### config.mk
export PLATFORM = sky130hd
export DESIGN_NAME = hsync_timing_gen
export DESIGN_NICKNAME = d
export VERILOG_FILES = /design/src/rtl/hs_pkg.sv /design/src/rtl/hs_line_counter.sv /design/src/rtl/hs_edge_decode.sv /design/src/rtl/hsync_timing_gen.sv
export SDC_FILE = /design/constraint.sdc
export NUM_CORES = 1
export LEC_CHECK = 0
export BUFFER_PORTS_ARGS = -buffer_cell sky130_fd_sc_hd__buf_2
export CAP_MARGIN = 40
export CORE_MARGIN = 2
export CORE_UTILIZATION = 55
export DETAILED_ROUTE_END_ITERATION = 12
export GPL_TIMING_DRIVEN = 0
export PLACE_DENSITY = 0.81
export SLEW_MARGIN = 15
export SYNTH_ARGS = -nofsm -noshare
export SYNTH_HDL_FRONTEND = slang
export SYNTH_HIERARCHICAL = 1
export SYNTH_SLANG_ARGS = --single-unit
### constraint.sdc
create_clock -name clk -period 5.29 [get_ports clk]
set_input_delay 0.529 -clock clk [delete_from_list [all_inputs] [get_ports clk]]
set_output_delay 0.529 -clock clk [all_outputs]
set_load 0.1 [all_outputs]
### src/rtl/hs_pkg.sv
// Shared width for the horizontal timing block.
// Assumes: every position value fits in CW bits.
package hs_pkg;
    parameter int unsigned HS_CW = 12;
    typedef logic [HS_CW-1:0] hs_count_t;
endpackage

### src/rtl/hs_line_counter.sv
// Pixel counter for one line. It runs 1..P and wraps to 1, with P = line_len,
// or line_len/2 when interlace is set. It also gives the mid-line position.
// Assumes: the effective total is at least 2 and stays constant while running.
module hs_line_counter #(
    parameter int unsigned CW = hs_pkg::HS_CW
) (
    input  logic          clk,
    input  logic          rst_n,
    input  logic          interlace,
    input  logic [CW-1:0] line_len,
    output logic [CW-1:0] cnt,
    output logic [CW-1:0] eff_len,
    output logic [CW-1:0] mid_pos,
    output logic          run_q
);
    logic [CW-1:0] cnt_next;

    // Effective line total and the mid-line position.
    always_comb begin
        eff_len = interlace ? (line_len >> 1) : line_len;
        mid_pos = (eff_len >> 1) + CW'(1);
    end

    // Next count value, wrapping after the total.
    always_comb begin
        cnt_next = (cnt >= eff_len) ? CW'(1) : cnt + CW'(1);
    end

    // Run flag. The first edge after reset keeps count 1.
    always_ff @(posedge clk) begin
        run_q <= rst_n;
    end

    // Counter register, held at 1 in reset.
    always_ff @(posedge clk) begin
        if (!rst_n)     cnt <= CW'(1);
        else if (run_q) cnt <= cnt_next;
    end

    // reset holds the counter at 1
    a_r8_hold_one: assert property (@(posedge clk) !rst_n |=> cnt == CW'(1));
    // wrap back to 1 after the total
    a_r1_wrap: assert property (@(posedge clk) disable iff (!rst_n)
        (run_q && cnt == eff_len) |=> cnt == CW'(1));
    // count stays within 1..P
    a_r1_range: assert property (@(posedge clk) disable iff (!rst_n)
        (eff_len >= CW'(2)) |-> (cnt >= CW'(1) && cnt <= eff_len));
endmodule

### src/rtl/hs_edge_decode.sv
// Compares the count with the programmed positions and registers the outputs
// on the falling clock edge.
// Assumes: the positions are static while running.
module hs_edge_decode #(
    parameter int unsigned CW = hs_pkg::HS_CW
) (
    input  logic          clk,
    input  logic          rst_n,
    input  logic          run_q,
    input  logic [CW-1:0] cnt,
    input  logic [CW-1:0] mid_pos,
    input  logic [CW-1:0] porch_pos,
    input  logic [CW-1:0] sync_pos,
    input  logic [CW-1:0] blank_pos,
    output logic          hblank_n,
    output logic          hsync_n,
    output logic          line_stb,
    output logic          half_stb
);
    logic blank_d, sync_d, line_d, half_d;

    // Decode of the current count.
    always_comb begin
        blank_d = (cnt < blank_pos);
        sync_d  = (cnt >= porch_pos) && (cnt < sync_pos);
        line_d  = (cnt == CW'(1));
        half_d  = (cnt == mid_pos);
    end

    // Falling-edge output register, idle until the counter runs.
    always_ff @(negedge clk) begin
        if (!run_q) begin
            hblank_n <= 1'b1;
            hsync_n  <= 1'b1;
            line_stb <= 1'b0;
            half_stb <= 1'b0;
        end else begin
            hblank_n <= ~blank_d;
            hsync_n  <= ~sync_d;
            line_stb <= line_d;
            half_stb <= half_d;
        end
    end

    // the strobes never coincide
    a_r7_strobe_excl: assert property (@(posedge clk) disable iff (!rst_n)
        $onehot0({line_stb, half_stb}));
    // outputs idle right after reset release
    a_r8_idle: assert property (@(posedge clk) disable iff (!rst_n)
        !run_q |-> (hblank_n && hsync_n && !line_stb && !half_stb));
endmodule

### src/rtl/hsync_timing_gen.sv
// Top of the horizontal timing generator: a line counter and a
// falling-edge decoder.
// Assumes: 2 <= effective total; the positions are static while rst_n = 1.
module hsync_timing_gen #(
    parameter int unsigned CW = hs_pkg::HS_CW
) (
    input  logic          clk,
    input  logic          rst_n,
    input  logic          interlace,
    input  logic [CW-1:0] porch_pos,
    input  logic [CW-1:0] sync_pos,
    input  logic [CW-1:0] blank_pos,
    input  logic [CW-1:0] line_len,
    output logic          hblank_n,
    output logic          hsync_n,
    output logic          line_stb,
    output logic          half_stb
);
    logic [CW-1:0] cnt, eff_len, mid_pos;
    logic          run_q;

    hs_line_counter #(.CW(CW)) u_cnt (
        .clk(clk), .rst_n(rst_n), .interlace(interlace), .line_len(line_len),
        .cnt(cnt), .eff_len(eff_len), .mid_pos(mid_pos), .run_q(run_q)
    );

    hs_edge_decode #(.CW(CW)) u_dec (
        .clk(clk), .rst_n(rst_n), .run_q(run_q), .cnt(cnt), .mid_pos(mid_pos),
        .porch_pos(porch_pos), .sync_pos(sync_pos), .blank_pos(blank_pos),
        .hblank_n(hblank_n), .hsync_n(hsync_n),
        .line_stb(line_stb), .half_stb(half_stb)
    );
endmodule

Yosys cells after proc, flatten, opt, wreduce, memory -nomap -nowiden:

Index checks and enable logic that the tools add are counted.

* input bits: 51
* word-level logic and storage cells: 19
* register bits: 17

* equality and inequality tests: 2
* add/subtract/negate cells: 2
* reduce and logical (&&, ||, !) cells: 1
* mux-type cells: 2
* magnitude comparators: 4
* bitwise operators: 2

Operators by type and width (number)
* >= comparator 12 bit: 2
* less-than comparator 12 bit: 2
* two-way mux 12 bit: 2
* adder 11 x 1 -> 12 bit (second input constant): 1
* adder 12 x 1 -> 12 bit (second input constant): 1
* == test 12 x 1 -> 1 bit (second input constant): 1
* == test 12 bit: 1
* inverter 1 bit: 2
* logical AND 1 bit: 1

Longest topological paths before layout:

* word-level depth: 3
* gate-level depth with buffers: 14
* gate-level depth less buffers: 12

Modules after synthesis:

Netlist, hierarchy kept.

By module, submodules not included
* hs_line_counter: seq. area each 260.2 um2, cells each 173, area an instance 1301.2 um2, times used 1
* hs_edge_decode: seq. area each 80.1 um2, cells each 140, area an instance 1088.5 um2, times used 1

==> reports/results.ini <==
[outcome]
status=completed

[placed_design]
dp.final_hpwl_um=4190
placed_cells=414
port_buffers=54
place_congestion=0.806

[critical_path]
path_cells=buf_2 > buf_8 > nand2_1 > and2_1 > inv_1 > ha_1 > nand3_1 > a21oi_2 > nor2b_4 > xnor2_1 > xor2_1 > nor4_1 > nand3_1 > nor3_2
reg2reg_depth=6
worst-endpoint-arrival_ns=2.73
startpoint_type=input port
cp-end-kind=register
path_max_fanout=19
slowest_stage=nor4_1
crit_path_max_incr_delay_ns=0.28
required_ns=2.88
cp_common_cell=nand3_1
critPathKind=input port to register

[timing]
setup_tns_ns=0
maxSlewViolCount=0
max_slew_margin=0.644
fin_skew_ns=0.0707
final-setup-viol-count=0
worst_pin_slew_ns=0.533
hold_viol=0
rsz0062_at_grt=no

[yosys]
synth_nets=409
syn_area_per_cell_um2=7.67
yosysWarnings=6
syn_inst=310
syn-cell-area_um2=2380

[floorplan]
die_area_um2=4870
fp-row-count=23
pin_count=55
dieWidth_um=69.8
core_area_um2=4090
initial_core_util=0.582
die_height_um=69.8

[clock_tree]
clock-root-buffer=clkbuf_8
cts_tree=built
htree_num_levels=1
numClockSinks=17
numCtsBuffers=3
cts_buffer_depth=2
insertion_delay_ns=0.32
path_clk_slew_ns=0.07

[detailed_routing]
drt_iter0_drc=57
drcViolationCount=0
dr.pass1.iters=4
totalWireLength_um=5180
ant_nets=0
wl_per_cell_um=12.3
vias_per_cell=5.35
routed-via-count=2249

[cells_and_area]
fillers=367
antenna_cells=0
drive_gt1_frac=0.208
multiInputGateArea_um2=1860
fin_cells=420
syn2layout_area_growth_pct=17.0
register_area_um2=340
final_core_util=0.681
final_nets=470

[power]
p_per_area_nw_per_um2=135
vdd_drop_max_v=0.000120
p_leak_uw=0.00153
total_power_uw=377

[grt]
track_usage=0.213
antenna_found_initial=0
overflow=0
grt_pass1_vias=2039
grt_first_pass_wirelength_um=8800
grt_max_degree=20

[min_path]
min_path_cells=1
min-delay-path-class=input port to register

[job]
cap_violations=0

==> power breakdown <==
| part | switching (uW) | internal, uW |
|---|---|---|
| Sequential | 8.87 | 132 |
| Combinational | 68.7 | 58.4 |
| Clock | 51.2 | 57.5 |
==> layout make-up <==
cell class / count / area share
Buffer: 3 / 0.00854
Clock buffer: 4 / 0.0162
Clock inverter: 4 / 0.00539
Inverter: 45 / 0.0607
Multi-Input combinational cell: 243 / 0.667
Sequential cell: 17 / 0.122
Tap cell: 50 / 0.0225
Timing Repair Buffer: 54 / 0.0971
==> final timing paths <==
| check | startpoint | end | slack [ns] |
|---|---|---|---|
| setup / recovery | interlace | u_dec/half_stb | 0.15 |
| hold / removal | rst_n | u_cnt/run_q | 0.42 |
| setup reg to reg | u_cnt/cnt[2] | u_dec/hblank_n | 0.54 |
| hold reg to reg | u_cnt/cnt[1] | u_cnt/cnt[1] | 0.69 |
==> critical path, delay by kind of cell <==
| family | cells | cell delay, ns |
|---|---|---|
| simple gates | 7 | 1.11 |
| buf+inv | 3 | 0.38 |
| compound gates | 1 | 0.25 |
| xor+xnor | 2 | 0.23 |
| fa+ha+maj | 1 | 0.21 |
==> through the flow <==
step | hold slack [ns] | instance area (um2) | setup WS [ns]
4_1_cts | 0.421 | 2760 | 0.0326
2_1_floorplan | 0.557 | 2380 | 0.0515
3_3_place_gp | 0.671 | 2710 | -0.407
5_1_grt | 0.424 | 2780 | 0.00666
3_5_place_dp | 0.679 | 2710 | -0.476
6_report | 0.421 | 2780 | 0.152
==> registers in the layout, summed over array words and instances (netlist names) <==
signal and cells:
u_dec/hblank_n 1, u_dec/line_stb 1, u_dec/half_stb 1, u_dec/hsync_n 1, u_cnt/cnt 12, u_cnt/run_q 1
==> routing by layer <==
layer | part of all wire | wire length [um] | track usage
met5 | 0 | 0 | 0
met4 | 0 | 0 | 0.0128
met3 | 0.051 | 266 | 0.0378
met2 | 0.47 | 2450 | 0.378
met1 | 0.47 | 2460 | 0.280
==> what timing repair did <==
action | 4_1_cts | 5_1_grt
endpoints found under the setup margin | 1 | 1
gates resized for setup | 1 | 5
hold buffers | 0 | 0
pin swaps | 0 | 1
setup buffers | 0 | 0
==> cell usage in the layout, fill, tap and decap left out, types with 4 or more instances in the layout <==
| cell | instances |
|---|---|
| o21ai_0 | 8 |
| xnor2_1 | 18 |
| ha_1 | 48 |
| nor2_1 | 20 |
| buf_2 | 55 |
| inv_2 | 4 |
| nor3_1 | 5 |
| xor2_1 | 12 |
| nand4_1 | 10 |
| nor2b_1 | 4 |
| and4_1 | 4 |
| mux2i_1 | 6 |
| nand2_1 | 31 |
| nand2b_1 | 10 |
| inv_1 | 44 |
| a21oi_1 | 12 |
| nand3_1 | 9 |
| o211ai_1 | 4 |
| dfxtp_1 | 17 |
Power figures use the tool's default switching activity.
